$ cat src/rtl/thresh_pick_pkg.sv
package thresh_pick_pkg;

    // Smallest power of two that is not below n (n >= 1).
    function automatic int unsigned pow2_ceil(input int unsigned n);
        int unsigned r;
        r = 1;
        while (r < n) r = r << 1;
        return r;
    endfunction

endpackage

$ cat src/rtl/src_qualify.sv
module src_qualify #(
    parameter int unsigned NUM_SRC = 16,
    parameter int unsigned PRIO_W  = 3
) (
    input  logic [NUM_SRC-1:0]        pend,
    input  logic [NUM_SRC-1:0]        clm,
    input  logic [NUM_SRC-1:0]        ena,
    input  logic [NUM_SRC*PRIO_W-1:0] prio,
    input  logic [PRIO_W-1:0]         thresh,
    output logic [NUM_SRC-1:0]        cand
);
    localparam logic [NUM_SRC-1:0] SRC0_BLOCK = {{(NUM_SRC-1){1'b1}}, 1'b0};

    logic [NUM_SRC-1:0] raw;

    for (genvar i = 0; i < NUM_SRC; i++) begin : g_src
        assign raw[i] = pend[i] & ena[i] & ~clm[i]
                        & (prio[i*PRIO_W +: PRIO_W] > thresh);
    end

    // Identifier 0 is reserved: that source is treated as never pending.
    assign cand = raw & SRC0_BLOCK;
endmodule

$ cat src/rtl/pick_tree.sv
module pick_tree
    import thresh_pick_pkg::*;
#(
    parameter int unsigned NUM_SRC = 16,
    parameter int unsigned PRIO_W  = 3,
    parameter int unsigned ID_W    = $clog2(NUM_SRC)
) (
    input  logic [NUM_SRC-1:0]        cand,
    input  logic [NUM_SRC*PRIO_W-1:0] prio,
    output logic                      best_ok,
    output logic [ID_W-1:0]           best_id,
    output logic [PRIO_W-1:0]         best_prio
);
    localparam int unsigned LEAVES = pow2_ceil(NUM_SRC);
    localparam int unsigned LEVELS = $clog2(LEAVES);

    for (genvar l = 0; l <= LEVELS; l++) begin : g_lvl
        localparam int unsigned CNT = LEAVES >> l;
        logic [CNT-1:0]        v;
        logic [CNT*ID_W-1:0]   id;
        logic [CNT*PRIO_W-1:0] p;

        if (l == 0) begin : g_leaf
            for (genvar i = 0; i < CNT; i++) begin : g_in
                if (i < NUM_SRC) begin : g_real
                    assign v[i]                 = cand[i];
                    assign id[i*ID_W +: ID_W]   = ID_W'(i);
                    assign p[i*PRIO_W +: PRIO_W] = prio[i*PRIO_W +: PRIO_W];
                end else begin : g_pad
                    assign v[i]                 = 1'b0;
                    assign id[i*ID_W +: ID_W]   = '0;
                    assign p[i*PRIO_W +: PRIO_W] = '0;
                end
            end
        end else begin : g_merge
            for (genvar j = 0; j < CNT; j++) begin : g_node
                logic                lv, rv, take_r;
                logic [PRIO_W-1:0]   lp, rp;
                assign lv = g_lvl[l-1].v[2*j];
                assign rv = g_lvl[l-1].v[2*j+1];
                assign lp = g_lvl[l-1].p[(2*j)*PRIO_W +: PRIO_W];
                assign rp = g_lvl[l-1].p[(2*j+1)*PRIO_W +: PRIO_W];
                // Right (higher identifiers) wins only on a strictly larger priority.
                assign take_r = rv & (~lv | (rp > lp));
                assign v[j] = lv | rv;
                assign id[j*ID_W +: ID_W] = take_r ? g_lvl[l-1].id[(2*j+1)*ID_W +: ID_W]
                                                   : g_lvl[l-1].id[(2*j)*ID_W +: ID_W];
                assign p[j*PRIO_W +: PRIO_W] = take_r ? rp : lp;
            end
        end
    end

    assign best_ok   = g_lvl[LEVELS].v[0];
    assign best_id   = g_lvl[LEVELS].id[ID_W-1:0];
    assign best_prio = g_lvl[LEVELS].p[PRIO_W-1:0];
endmodule

$ cat src/rtl/thresh_irq_pick.sv
module thresh_irq_pick #(
    parameter int unsigned NUM_SRC = 16,
    parameter int unsigned PRIO_W  = 3,
    parameter int unsigned ID_W    = $clog2(NUM_SRC)
) (
    input  logic                      clk,
    input  logic                      rst_n,
    input  logic [NUM_SRC-1:0]        src_pend,
    input  logic [NUM_SRC-1:0]        src_clm,
    input  logic [NUM_SRC-1:0]        src_ena,
    input  logic [NUM_SRC*PRIO_W-1:0] src_prio,
    input  logic [PRIO_W-1:0]         ctx_thresh,
    output logic [ID_W-1:0]           win_id,
    output logic                      irq_req
);
    logic [NUM_SRC-1:0] cand;
    logic               best_ok;
    logic [ID_W-1:0]    best_id;
    logic [PRIO_W-1:0]  best_prio;

    src_qualify #(.NUM_SRC(NUM_SRC), .PRIO_W(PRIO_W)) u_qual (
        .pend   (src_pend),
        .clm    (src_clm),
        .ena    (src_ena),
        .prio   (src_prio),
        .thresh (ctx_thresh),
        .cand   (cand)
    );

    pick_tree #(.NUM_SRC(NUM_SRC), .PRIO_W(PRIO_W), .ID_W(ID_W)) u_tree (
        .cand      (cand),
        .prio      (src_prio),
        .best_ok   (best_ok),
        .best_id   (best_id),
        .best_prio (best_prio)
    );

    always_ff @(posedge clk or negedge rst_n) begin
        if (!rst_n) begin
            win_id  <= '0;
            irq_req <= 1'b0;
        end else begin
            win_id  <= best_ok ? best_id : '0;
            irq_req <= best_ok;
        end
    end

    // the tree's winner satisfies the pending/enable/not-claimed rule
    a_r1_winner_qualified: assert property (@(posedge clk) disable iff (!rst_n)
        best_ok |-> (src_pend[best_id] && src_ena[best_id] && !src_clm[best_id]));

    // the tree's winner lies strictly above the threshold
    a_r2_above_thresh: assert property (@(posedge clk) disable iff (!rst_n)
        best_ok |-> (best_prio > ctx_thresh));

    // no candidate at the previous edge gives a zero identifier now
    a_r5_none_zero: assert property (@(posedge clk) disable iff (!rst_n)
        !$past(|cand) |-> (win_id == '0));

    // the request flag tracks a nonzero identifier
    a_r6_req_matches_id: assert property (@(posedge clk) disable iff (!rst_n)
        irq_req == (win_id != '0));

    // source 0 is never reported by the tree
    a_r7_no_src0: assert property (@(posedge clk) disable iff (!rst_n)
        best_ok |-> (best_id != '0));
endmodule

$ cat config.mk
export PLATFORM = sky130hd
export DESIGN_NAME = thresh_irq_pick
export DESIGN_NICKNAME = d
export VERILOG_FILES = /design/src/rtl/thresh_pick_pkg.sv /design/src/rtl/src_qualify.sv /design/src/rtl/pick_tree.sv /design/src/rtl/thresh_irq_pick.sv
export SDC_FILE = /design/constraint.sdc
export NUM_CORES = 1
export LEC_CHECK = 0
export ABC_AREA = 1
export ABC_CLOCK_PERIOD_IN_PS = 800
export BUFFER_PORTS_ARGS = -buffer_cell sky130_fd_sc_hd__buf_4
export CAP_MARGIN = 20
export CORE_ASPECT_RATIO = 0.8
export CORE_MARGIN = 8
export CORE_UTILIZATION = 49
export CTS_BUF_LIST = sky130_fd_sc_hd__clkbuf_16
export CTS_CLUSTER_DIAMETER = 30
export DETAILED_ROUTE_END_ITERATION = 16
export HOLD_SLACK_MARGIN = 0.08
export PLACE_DENSITY = 0.8
export REMOVE_ABC_BUFFERS = 1
export SKIP_CTS_REPAIR_TIMING = 1
export SYNTH_ARGS = -nofsm -noshare
export SYNTH_HDL_FRONTEND = slang
export SYNTH_SLANG_ARGS = --single-unit
$ cat constraint.sdc
create_clock -name clk -period 0.8 [get_ports clk]
set_input_delay 0.04 -clock clk [delete_from_list [all_inputs] [get_ports clk]]
set_output_delay 0.04 -clock clk [all_outputs]
set_load 0.02 [all_outputs]
==> metrics.md <==
| Metric | Value |
|---|---|
| Reg clk slew, reported paths | around 0.04 ns |
| Clock buffer depth | 2 |
| Setup TNS Final | -22.72 ns |
| Most frequent cell after synthesis | nand2_1 |
| Comb pwr share | between 80% and 90% |
| Starting Density | between 50% and 60% |
| Post-Layout Cell Count | 919 |
| Post-synth EDFFs | 0 |
| Worst EP arrival | approximately 5.6 ns |
| Fmax | roughly 180 MHz |
| CTS H-Tree Depth | 1 |
| Row Count | 27 |
| Initial antenna violation count | 1 |
| Finished Core Util | just over 90% |
| PortBufs | 102 |
| Vias in the first global route | between 4000 and 5000 |
| Cell Pwr Density | approximately 1100 nW/um2 |
| Distinct cells, synth | 31 |
| Synth Register Bits | 5 |
| Biggest area consumer among synthesized cells | ha_1 |
| LEAKAGE | about 3.5 nW |
| Crit Path Max Fanout | 7 |
| Int Power | approximately 3.4 mW |
| Mean cell area of the mapped netlist | 6.02 um2 |
| Sequential fraction of design power | roughly 5.6% |
| Grt total ovfl | 0 |
| GRT Util Overall | ~22% |
| Failing checks | setup timing |
| Slowest-stage cell, CP | a31oi_2 |
| Root Driver | clkbuf_16 |
| Headroom to the max-slew limit | between 60% and 70% |
| Largest stage delay, worst path | about 0.53 ns |
| Proportion of layout cells with a drive suffix above 1 | between 50% and 60% |
| Setup crit start kind | primary input |
| Sw Ratio | about 49% |
| Final wirelength | 21400 um |
| Yosys warning total | 0 |
| Clock power share | a little over an eighth |
| Net Sw Power | approximately 3.3 mW |
| DP HPWL | approximately 10000 um |
| Dpl cells | between 800 and 900 |
| Worst Path Required | ~0.96 ns |
| Slew Viols, Final | 0 |
| Antenna cell count | 0 |
| Status | finished, violations left |
| Via count | around 6000 |
| Tcrit/Tclk final | 682% |
| Post-synthesis cell area | ~3500 um2 |
| CP endpoint kind | register |
| Synth top area cells | ha_1 (31%), nand2_1 (18%), inv_1 (9.3%) |
| Post-route setup slack | -4.65 ns |
| Synth top area share | a little under a third |
| Pin count of the biggest net entering global routing | 9 |
| Drt first pass iters | 6 |
| Drt drc | 0 |
| Die W | ~110 um |
| Die height | 91.3 um |
| GP Congestion | around 0.88 |
| Synth Flop Type | dfrtp_1 |
| Register area share after synthesis | 3.61% |
| Area after DPL | 5370 um2 |
| Die Area | ~10000 um2 |
| TritonCTS clock tree | done |
| Worst VDD drop | roughly 0.9 mV |
| Final Cell Area | about 6300 um2 |
| Top post-synthesis cells by count | nand2_1 (164), ha_1 (87), inv_1 (86) |
| Final nets | a little over 1000 |
| P&R area growth vs syn | 82.8% |
| Period minus WS final | around 5.5 ns |
| Core Footprint | 6860 um2 |
| CTS sink cnt | 5 |
| Final ANT Viol Nets | 0 |
| RSZ-0062 raised after global routing | yes |
| Routed len/inst | 23.3 um |
| Hold Fails Final Rpt | 0 |
| Crit Path Class | primary input to register |
| Worst-Margin Slew | 0.461 ns |
| TritonCTS Buffers | 3 |
| Hold Crit Class | primary input to asynchronous set/reset pin |
| Max cap viols | 0 |
| Final Setup Violations | 7 |
| Initial DRC count | 899 |
| FFs w/ async S/R, synth | 100% |
| Top cell by count, worst path | nand2_4 |
| IO Pins | 106 |
| First-pass GRT wire length | 19300 um |
| Vias per cell | approximately 6.4 |
| Cells after Synth | approximately 580 |
==> cell usage in the layout, fill, tap and decap left out, types with 3 or more instances in the layout <==
cell type | synthesis | routed
buf_6 | 0 | 9
ha_1 | 87 | 60
o21ai_4 | 0 | 4
inv_2 | 6 | 12
buf_8 | 0 | 4
buf_4 | 0 | 236
o21ai_0 | 17 | 6
nand2_4 | 6 | 18
nor2_2 | 6 | 14
clkbuf_16 | 0 | 3
nand2_2 | 20 | 51
o21ai_1 | 17 | 12
dfrtp_1 | 5 | 5
a21oi_1 | 23 | 17
and2_4 | 0 | 3
nor2_4 | 3 | 3
nand3_2 | 1 | 5
inv_4 | 2 | 5
inv_1 | 86 | 76
clkinv_1 | 5 | 5
ha_4 | 0 | 27
o211ai_1 | 4 | 4
a21oi_2 | 2 | 7
nor2_1 | 45 | 37
nand2_1 | 164 | 121
nand3b_1 | 11 | 11
o21ai_2 | 5 | 17
nand3_1 | 46 | 42
==> layout make-up <==
cell class	instances	area, um2
Clock inverter	1	5.00
Multi-Input combinational cell	471	3640
Inverter	100	398
Fill cell	213	518
Clock buffer	3	75.1
Sequential cell	5	125
Tap cell	87	109
Timing Repair Buffer	252	1980
==> through the flow <==
stage | worst slack [ns] | power (mW) | hold WS [ns]
after floorplan | -3.37 | 2.26 | -0.256
after global placement | -3.60 | 3.68 | -0.158
after detailed placement | -3.94 | 3.90 | -0.155
after CTS | -3.80 | 4.79 | -0.393
after global routing | -4.76 | 6.95 | 0.153
final | -4.65 | 6.66 | 0.142
==> sequential cells by signal (all words and copies together) (netlist names) <==
register,count
irq_req,1
win_id,4
==> routing by layer <==
layer  track usage [%]  wire length (um)  up-vias
li1                  -                 -     2384
met2              42.7              9330      641
met3              4.03              2900      274
met4              6.29              2330        2
met1              24.3              6820     2619
met5                 0                13        -
==> cell families after synthesis <==
family          after synthesis  share of synthesized area (%)
simple gates                312                           41.6
fa+ha+maj                    87                           31.4
flops                         5                           3.61
compound gates               72                           12.3
buf+inv                     100                           11.1
==> worst max path at each step <==
stage	from	end	slack (ns)	cells after the start
floorplan	ctx_thresh[2]	win_id[2]$_DFF_PN0_	-3.37	35
global placement	ctx_thresh[2]	win_id[2]$_DFF_PN0_	-3.60	38
detailed placement	ctx_thresh[2]	win_id[2]$_DFF_PN0_	-3.94	37
CTS	ctx_thresh[2]	win_id[0]$_DFF_PN0_	-3.80	39
global route	ctx_thresh[2]	win_id[0]$_DFF_PN0_	-4.76	39
finish	ctx_thresh[0]	win_id[0]$_DFF_PN0_	-4.65	35
==> power by group through the flow <==
stage | Sequential, mW | Clock, mW | Combinational (mW)
global route | 0.372 | 0.908 | 5.67
floorplan | 0.453 | 0 | 1.81
CTS | 0.358 | 0.836 | 3.60
detailed placement | 0.354 | 0 | 3.55
finish | 0.370 | 0.894 | 5.40
global placement | 0.355 | 0 | 3.32
==> worst max-delay path: cells and delay by family <==
kind	cells	cell delay, ns
AND/OR/NAND/NOR	18	2.20
AO/OA/AOI/OAI	8	1.59
adder cells (fa/ha/maj)	4	1.13
buffers and inverters	5	0.59
Note: power is estimated with default switching activity, not from simulation.
